==> config.mk <==
export PLATFORM = sky130hd
export DESIGN_NAME = acc_sel_top
export DESIGN_NICKNAME = d
export VERILOG_FILES = /design/src/rtl/acc_sel_pkg.sv /design/src/rtl/acc_base_class.sv /design/src/rtl/acc_field_check.sv /design/src/rtl/acc_regfile.sv /design/src/rtl/acc_sel_top.sv
export SDC_FILE = /design/constraint.sdc
export NUM_CORES = 1
export LEC_CHECK = 0
export BUFFER_PORTS_ARGS = -buffer_cell sky130_fd_sc_hd__clkbuf_2
export CAP_MARGIN = 20
export CORE_MARGIN = 4
export CORE_UTILIZATION = 35
export DETAILED_ROUTE_END_ITERATION = 10
export GPL_ROUTABILITY_DRIVEN = 0
export SLEW_MARGIN = 20
export SYNTH_ARGS = -nofsm -noshare
export SYNTH_HDL_FRONTEND = slang
export SYNTH_SLANG_ARGS = --single-unit
==> constraint.sdc <==
create_clock -name clk -period 6.2 [get_ports clk]
set_input_delay 0.93 -clock clk [delete_from_list [all_inputs] [get_ports clk]]
set_output_delay 0.93 -clock clk [all_outputs]
set_load 0.02 [all_outputs]
==> src/rtl/acc_sel_pkg.sv <==
package acc_sel_pkg;

    typedef enum logic [3:0] {
        CL_ALU,
        CL_SHIFT,
        CL_XFER,
        CL_LOAD,
        CL_STORE,
        CL_CMP,
        CL_INCDEC,
        CL_IDXINC,
        CL_PUSH,
        CL_PULL,
        CL_NONE
    } op_class_e;

    typedef struct packed {
        logic rd;
        logic we;
        logic nz;
        logic illegal;
    } sel_ctl_t;

endpackage

==> src/rtl/acc_base_class.sv <==
module acc_base_class
    import acc_sel_pkg::*;
#(
    parameter int BASE_W = 8,
    localparam int AMT_W = BASE_W - 4
) (
    input  logic [BASE_W-1:0] base,
    output op_class_e         cls,
    output logic [AMT_W-1:0]  amt
);

    always_comb begin
        amt = base[BASE_W-1:4];
        cls = CL_NONE;
        if (base[3:0] == 4'h9) begin
            cls = CL_ALU;
        end else if (base[3:0] == 4'hA) begin
            cls = CL_SHIFT;
        end else begin
            case (base)
                BASE_W'(8'h8B): cls = CL_XFER;
                BASE_W'(8'hAD): cls = CL_LOAD;
                BASE_W'(8'h8D): cls = CL_STORE;
                BASE_W'(8'hCD): cls = CL_CMP;
                BASE_W'(8'hEE),
                BASE_W'(8'hCE): cls = CL_INCDEC;
                BASE_W'(8'hE8),
                BASE_W'(8'hC8),
                BASE_W'(8'hCB): cls = CL_IDXINC;
                BASE_W'(8'h48): cls = CL_PUSH;
                BASE_W'(8'h68): cls = CL_PULL;
                default:        cls = CL_NONE;
            endcase
        end
    end

endmodule

==> src/rtl/acc_field_check.sv <==
module acc_field_check
    import acc_sel_pkg::*;
#(
    parameter int IDX_W      = 4,
    parameter int AMT_W      = 4,
    parameter int SHIFT_REGS = 4
) (
    input  logic             valid,
    input  op_class_e        cls,
    input  logic [AMT_W-1:0] amt,
    input  logic [IDX_W-1:0] dst_f,
    input  logic [IDX_W-1:0] src_f,
    output sel_ctl_t         ctl
);

    localparam logic [IDX_W:0] SH_LIM = (IDX_W+1)'(SHIFT_REGS);

    logic zero_src, zero_dst, same, sub_ok;

    always_comb begin
        zero_src = (src_f == '0);
        zero_dst = (dst_f == '0);
        same     = (src_f == dst_f);
        sub_ok   = ({1'b0, dst_f} < SH_LIM) && ({1'b0, src_f} < SH_LIM);

        ctl = '0;
        case (cls)
            CL_ALU, CL_XFER: begin
                ctl.rd = 1'b1; ctl.we = 1'b1; ctl.nz = 1'b1;
            end
            CL_SHIFT: begin
                if ((amt != '0) && sub_ok) begin
                    ctl.rd = 1'b1; ctl.we = 1'b1; ctl.nz = 1'b1;
                end else begin
                    ctl.illegal = 1'b1;
                end
            end
            CL_LOAD, CL_PULL: begin
                if (zero_src) begin
                    ctl.we = 1'b1; ctl.nz = 1'b1;
                end else begin
                    ctl.illegal = 1'b1;
                end
            end
            CL_STORE, CL_PUSH: begin
                if (zero_dst) ctl.rd = 1'b1;
                else          ctl.illegal = 1'b1;
            end
            CL_CMP: begin
                if (zero_dst) begin
                    ctl.rd = 1'b1; ctl.nz = 1'b1;
                end else begin
                    ctl.illegal = 1'b1;
                end
            end
            CL_INCDEC: begin
                if (same) begin
                    ctl.rd = 1'b1; ctl.we = 1'b1; ctl.nz = 1'b1;
                end else begin
                    ctl.illegal = 1'b1;
                end
            end
            CL_IDXINC: begin
                if (!(zero_src && zero_dst)) ctl.illegal = 1'b1;
            end
            default: ctl.illegal = 1'b1;
        endcase

        if (!valid) ctl = '0;
    end

endmodule

==> src/rtl/acc_regfile.sv <==
module acc_regfile #(
    parameter int NREG   = 16,
    parameter int DATA_W = 16,
    localparam int IDX_W = $clog2(NREG)
) (
    input  logic              clk,
    input  logic              rst,
    input  logic              wr_en,
    input  logic [IDX_W-1:0]  wr_idx,
    input  logic [DATA_W-1:0] wr_data,
    input  logic [IDX_W-1:0]  rd_idx,
    output logic [DATA_W-1:0] rd_data
);

    typedef struct packed {
        logic [NREG-1:0][DATA_W-1:0] mem;
    } rf_state_t;

    rf_state_t st_d, st_q;

    always_comb begin
        st_d = st_q;
        if (rst) begin
            st_d.mem = '0;
        end else if (wr_en) begin
            st_d.mem[wr_idx] = wr_data;
        end
    end

    always_ff @(posedge clk) begin
        st_q <= st_d;
    end

    assign rd_data = st_q.mem[rd_idx];

    // a granted write is visible at the next edge
    p_write_lands_r9: assert property (@(posedge clk) disable iff (rst)
        wr_en |=> (st_q.mem[$past(wr_idx)] == $past(wr_data)));

    // synchronous reset empties the whole file
    p_reset_clears_r9: assert property (@(posedge clk)
        rst |=> (st_q.mem == '0));

endmodule

==> src/rtl/acc_sel_top.sv <==
module acc_sel_top
    import acc_sel_pkg::*;
#(
    parameter int NREG       = 16,
    parameter int DATA_W     = 16,
    parameter int BASE_W     = 8,
    parameter int SHIFT_REGS = 4,
    localparam int IDX_W     = $clog2(NREG),
    localparam int OPC_W     = BASE_W + 2 * IDX_W,
    localparam int AMT_W     = BASE_W - 4
) (
    input  logic              clk,
    input  logic              rst,
    input  logic              instr_valid,
    input  logic [OPC_W-1:0]  opcode,
    input  logic [DATA_W-1:0] wb_data,
    output logic [DATA_W-1:0] src_data,
    output logic [IDX_W-1:0]  src_idx,
    output logic [IDX_W-1:0]  dst_idx,
    output logic              src_rd,
    output logic              dst_we,
    output logic              nz_upd,
    output logic              illegal,
    output logic [AMT_W-1:0]  shift_amt
);

    op_class_e cls;
    sel_ctl_t  ctl;

    assign dst_idx = opcode[OPC_W-1 -: IDX_W];
    assign src_idx = opcode[BASE_W +: IDX_W];

    acc_base_class #(.BASE_W(BASE_W)) u_class (
        .base (opcode[BASE_W-1:0]),
        .cls  (cls),
        .amt  (shift_amt)
    );

    acc_field_check #(
        .IDX_W(IDX_W), .AMT_W(AMT_W), .SHIFT_REGS(SHIFT_REGS)
    ) u_check (
        .valid (instr_valid),
        .cls   (cls),
        .amt   (shift_amt),
        .dst_f (dst_idx),
        .src_f (src_idx),
        .ctl   (ctl)
    );

    assign src_rd  = ctl.rd;
    assign dst_we  = ctl.we;
    assign nz_upd  = ctl.nz;
    assign illegal = ctl.illegal;

    acc_regfile #(.NREG(NREG), .DATA_W(DATA_W)) u_rf (
        .clk     (clk),
        .rst     (rst),
        .wr_en   (dst_we),
        .wr_idx  (dst_idx),
        .wr_data (wb_data),
        .rd_idx  (src_idx),
        .rd_data (src_data)
    );

    localparam logic [IDX_W:0] SH_LIM = (IDX_W+1)'(SHIFT_REGS);

    // a trapped opcode never writes nor touches flags
    p_trap_quiet_r8: assert property (@(posedge clk) disable iff (rst)
        illegal |-> (!dst_we && !nz_upd));

    // idle cycle produces no strobes
    p_idle_quiet_r10: assert property (@(posedge clk) disable iff (rst)
        !instr_valid |-> (!dst_we && !nz_upd && !illegal && !src_rd));

    // shift writes stay inside the low register subset
    p_shift_subset_r3: assert property (@(posedge clk) disable iff (rst)
        (dst_we && opcode[3:0] == 4'hA) |->
            (({1'b0, dst_idx} < SH_LIM) && ({1'b0, src_idx} < SH_LIM)));

    // increment/decrement writes only into its own source
    p_incdec_self_r5: assert property (@(posedge clk) disable iff (rst)
        (dst_we && (opcode[BASE_W-1:0] == BASE_W'(8'hEE) ||
                    opcode[BASE_W-1:0] == BASE_W'(8'hCE))) |->
            (dst_idx == src_idx));

endmodule

Word level (Yosys, flattened, before mapping)
Index checks and enable logic that the tools add are counted.
{ "op_classes": {"n_eq_ne": 23, "magnitude_cmp": 5, "muxes": 22, "reduce_logical": 13} }
{ "ops": {"columns": ["op", "n"], "rows": [
  ["bitwise mux 256 bit", 1],
  ["equality test 8 bit, second input constant", 9],
  ["binary-select mux 16 bit (select 4 bit)", 1],
  ["demux 16 bit (select 4 bit)", 1],
  ["two-way mux 16 bit", 2],
  ["one-hot mux 4 bit (8 select lines)", 1],
  ["equality test 4 x 3 -> 1 bit, second input constant", 4],
  ["equality test 4 bit, second input constant", 4],
  ["equality test 8 x 7 -> 1 bit, second input constant", 2],
  ["zero test 4 bit", 3],
  ["two-way mux 4 bit", 3],
  ["less-than comparator 4 x 5 -> 1 bit, second input constant", 2],
  ["equality test 4 x 2 -> 1 bit, second input constant", 2],
  ["less-than comparator 4 x 3 -> 1 bit, second input constant", 2],
  ["one-hot mux 1 bit (4 select lines)", 2],
  ["two-way mux 1 bit", 6],
  ["two-way mux 3 bit", 2],
  ["one-hot mux 1 bit (6 select lines)", 1],
  ["OR reduction 2 bit", 3],
  ["OR reduction 3 bit", 2],
  ["one-hot mux 1 bit (5 select lines)", 1],
  ["equality test 4 x 1 -> 1 bit, second input constant", 1],
  ["equality test 4 bit", 1],
  ["greater-or-equal comparator 4 x 1 -> 1 bit, second input constant", 1],
  ["other kinds (3)", 6]
]} }
{ "word_totals": {"elab_cells": 79, "input_bits": 35, "regBits": 256} }

Longest topological paths before layout
{ "logic_depth": {"depth_word": 9, "ltp_mapped": 11, "depth_no_buf": 8} }

By module
Synthesis repeated with hierarchy kept, for this count alone.
{ "unflattened": {"cells_unflattened": 1450, "area_unflattened_um2": 12505.7} }
{ "by_module_without_submodules": {"columns": ["mod", "seq_area_each_um2", "instances", "area_each_um2", "cells_per_inst"], "rows": [
  ["acc_regfile", 5124.9, 1, 11867.6, 1358],
  ["acc_field_check", 0.0, 1, 304.0, 46],
  ["acc_base_class", 0.0, 1, 274.0, 38],
  ["acc_sel_top", 0.0, 1, 60.1, 8]
]} }

Least setup slack after synthesis
OpenSTA, ideal clock, no wires.
{ "synth_timing": {"path_kind": "input to output", "from": "input opcode[8]", "to": "output src_data[0]", "setup_slack_ns": 2.321, "path_stages": 4, "arrival_ns": 2.949, "path_cell_list": "buf_1 > buf_1 > mux4_2 > mux4_2"} }
{ "synth_via": {"elab_chain_cells": 2} }
{ "synth_lines": {"columns": ["item", "line_no", "source"], "rows": [
  ["start, declared", "acc_sel_top.sv:15", "input logic [OPC_W-1:0] opcode,"],
  ["binary-select mux 16 bit (select 4 bit)", "acc_regfile.sv:34", "assign rd_data = st_q.mem[rd_idx];"],
  ["two-way mux 16 bit (implied by the code)", "acc_regfile.sv:34", null],
  ["end, declared", "acc_sel_top.sv:17", "output logic [DATA_W-1:0] src_data,"]
]} }
Every way passes these cells. The select of a mux whose other input is x is not followed.

Final worst setup path
{ "layout_timing": {"from": "input opcode[11]", "to": "output dst_we"} }
{ "layout_via": {"elab_chain_cells": 6, "word_cells_on_any_way": 10, "classes_between": "order compare (1); eq/ne (1); mux (5); reduce/logical (3)"} }
{ "layout_lines": {"columns": ["item", "line_no", "source"], "rows": [
  ["less-than comparator 4 x 3 -> 1 bit", "acc_field_check.sv:24", "sub_ok = ({1'b0, dst_f} < SH_LIM) && ({1'b0, src_f} < SH_LIM);"],
  ["logical AND 1 bit", "acc_field_check.sv:24", null],
  ["logical AND 1 bit", "acc_field_check.sv:32", "if ((amt != '0) && sub_ok) begin"],
  ["two-way mux 3 bit", "acc_field_check.sv:32", null],
  ["one-hot mux 1 bit (4 select lines) (*)", "acc_field_check.sv:27", "case (cls)"],
  ["two-way mux 4 bit (*)", "acc_field_check.sv:69", "if (!valid) ctl = '0;"],
  ["end, declared", "acc_sel_top.sv:21", "output logic dst_we,"]
]} }
Every way passes the cells marked *; elsewhere a longest branch is shown, timed or not.

==> results_dict.tcl <==
set metrics [dict create \
    status "completed" \
    worst_slew_pin_slew_ps 914 \
    power_density_nw_per_um2 250 \
    drt_iter0_drc 517 \
    synth-edff-count 0 \
    worst_path_largest_cell_delay_ps 500 \
    post-route-drc-count 0 \
    multi_input_comb_area_um2 6880 \
    std_cell_rows 69 \
    htreeDepth 1 \
    setup_crit_path_kind "in -> out" \
    setup_crit_end_kind "primary output" \
    worst-endpoint-arrival_ps 3360 \
    ys_top_cells_by_area "dfxtp_1 (41%), mux2i_1 (19%), mux4_2 (14%)" \
    fin_setup_tns_ps 0 \
    synth_top_flop_cell "dfxtp_1" \
    design.die.area_um2 39300 \
    timing.rr.start "u_rf.st_q[9]" \
    placement.io_buffers 66 \
    timing.clock.skew_ps 0 \
    cts-root-buf "clkbuf_16" \
    n_antenna_cell 0 \
    number_of_failing_hold_endpoints_at_the_final_stage 0 \
    top_flop_regs "u_rf.st_q: 256 flops" \
    total_leakage_power_nw 6.32 \
    whs_ps 473 \
    reg2regPathDepth 3 \
    antenna_found_initial 0 \
    post_dp_cell_area_um2 13000 \
    syn_area_um2 12700 \
    preCtsSetupSlack_ps 1880 \
    gr-usage-all-layers_pct 15.8 \
    die_y_um 198 \
    ant_nets 0 \
    die-width_um 198 \
    wire_length_of_the_first_global_routing_pass_um 49000 \
    min_delay_path_depth 2 \
    layout-drive-gt1-share_pct 20.0 \
    area_growth_pct 9.99 \
    initial_core_util_pct 35.5 \
    total_of_fill_cells_in_the_finished_design 3337 \
    regMostFlops "u_rf.st_q" \
    core_area_um2 35700 \
    met3_routing_resource_usage_after_global_routing_pct 1.60 \
    yosys.area.top_type_share_pct 40.5 \
    postSynthAreaPerCell_um2 11.7 \
    layout_min_cycle_time_ps 4290 \
    cts_sinks 256 \
    synthesized_net_count 1119 \
    yosysTopAreaCell "dfxtp_1" \
    numCtsBuffers 28 \
    cts.path.max_buffers 3 \
    finalNetCount 1116 \
    postSynthRegisterBits 256 \
    final-seq-area_um2 5120 \
    worst_path_most_repeated_cell "clkbuf_2" \
    clk_transition_reported_paths_ps 60 \
    grtUsageMet2_pct 28.0 \
    setup_repair_after_global_routing_missed_its_margin "false" \
    path_max_fanout 32 \
    timing.hold.worst.start "u_rf.st_q[173]" \
    crit_chain "clkbuf_2 -> xor2_1 -> nor4_1 -> nand2_1 -> a21boi_2 -> a31oi_4 -> inv_6 -> clkbuf_2" \
    grt_max_degree 141 \
    slew_viol_final 0 \
    type_of_element_launching_the_critical_path "input pin" \
    fin_area_um2 13900 \
    placedCellCount 1512 \
    finalWorstSetupSlack_ps 1910 \
    netlist_cell_types 49 \
    detailedRoute.firstPassIterationCount 5 \
    worst_setup_sp "opcode[11]" \
    syn_inst 1084 \
    per_cell_routed_wire_length_um 19.9 \
    asyncSetResetFlopFracSynth_pct 0 \
    pin_count 67 \
    min_period_over_period_pct 69.2 \
    cp_data_required_time_ps 5270 \
    yosysWarningCount 0 \
    met1_usage_pct 20.5 \
    min_path_type "reg -> reg" \
    source_to_sink_clock_delay_at_the_later_pin_of_the_worst_skew_pair_ps 540 \
    finalSetupViolCount 0 \
    drt_wl_total_um 31100 \
    holdBufCountCts 0 \
    detailroute.via_count 7957 \
    post_detailed_route_via_to_cell_ratio 5.09 \
    grt_busiest_layer "met2" \
    global_route.overflow_total 0 \
    fmaxAchievable_mhz 233 \
    worst_slew_margin_rel_pct 39.1 \
    via_count_of_the_first_global_routing_pass 8174 \
    portion_of_the_post_synthesis_area_used_by_sequential_elements_pct 40.5 \
    hpwlAfterDp_um 18300 \
    largest_reg_flops 256 \
    cts_resized 0 \
    drv_cap 0 \
    buffers_inserted_by_post_cts_timing_repair 0 \
    fin_cells 1564 \
    cts_tree "done" \
    crit_path_top_delay_cell "clkbuf_2" \
    ir_worst_vdd_mv 0.222 \
]
cells in the final DEF (no fill, tap or decap), drive strengths merged, types with 2 or more instances in the layout:
master and count:
a31oi 2, buf 11, clkbuf 110, clkinv 5, dfxtp 256, inv 2, mux2i 241, mux4 80
nand2 25, nand2b 259, nand3 25, nand4 7, nor2 10, nor2b 20, nor3 2, nor4 5
o21a 4, o21ai 17, o31ai 2, or2b 2, xor2 4
stage by stage:
step	total power [mW]	util [%]
after CTS	3.52	39.0
after global placement	1.90	36.5
final	3.47	39.0
after global routing	3.59	39.0
after floorplan	1.85	-
after detailed placement	1.90	36.5
report_power, final:
| part | internal, mW | leakage, nW | switching, mW |
|---|---|---|---|
| Combinational | 0.0780 | 3.82 | 0.130 |
| Sequential | 1.65 | 2.06 | 0.00177 |
| Clock | 0.954 | 0.446 | 0.661 |
worst paths after layout:
kind | slack, ps | to
min | 470 | u_rf.st_q[173]
min reg2reg | 470 | u_rf.st_q[173]
max reg2reg | 5450 | u_rf.st_q[9]
max | 1910 | dst_we
cell usage after synthesis, drive strengths merged, types with 7 or more instances:
master	n
nand2b	259
dfxtp	256
mux2i	241
mux4	80
clkbuf	59
buf	48
nand2	25
nand3	25
nor2b	20
o21ai	17
nor2	10
nand4	7
cells by family (layout without fill, tap and decap cells):
| kind of cell | count (synthesis) | count (layout) | synth area share (%) |
|---|---|---|---|
| buffers and inverters | 109 | 128 | 5.07 |
| AND/OR/NAND/NOR | 362 | 362 | 18.7 |
| multiplexers | 321 | 321 | 33.3 |
| flip-flops | 256 | 256 | 40.5 |
| AO/OA/AOI/OAI | 32 | 32 | 2.09 |
| XOR/XNOR | 4 | 4 | 0.277 |
cell type report:
cell class              count  share of cell area (%)
multi-input cells         719                    49.5
repair buffers             74                    2.98
flip-flops and latches    256                    36.8
well taps                 461                    4.15
inverters                   2                  0.0899
clock buffers              47                    6.28
clock inverters             5                   0.207
worst max-delay path: cells and delay by family:
| kind | cells | cell delay (ps) |
|---|---|---|
| and+or+nand+nor | 2 | 540 |
| AOI/OAI and AO/OA | 2 | 330 |
| xor gates and xnor gates | 1 | 330 |
| buffers and inverters | 3 | 1180 |
layer usage:
layer  wire length (µm)  part of all wire [%]
met1              13700                    44
met2              15900                    51
met3                733                   2.4
met4                735                   2.4
met5                  0                     0
(Power assumes the default switching activity.)
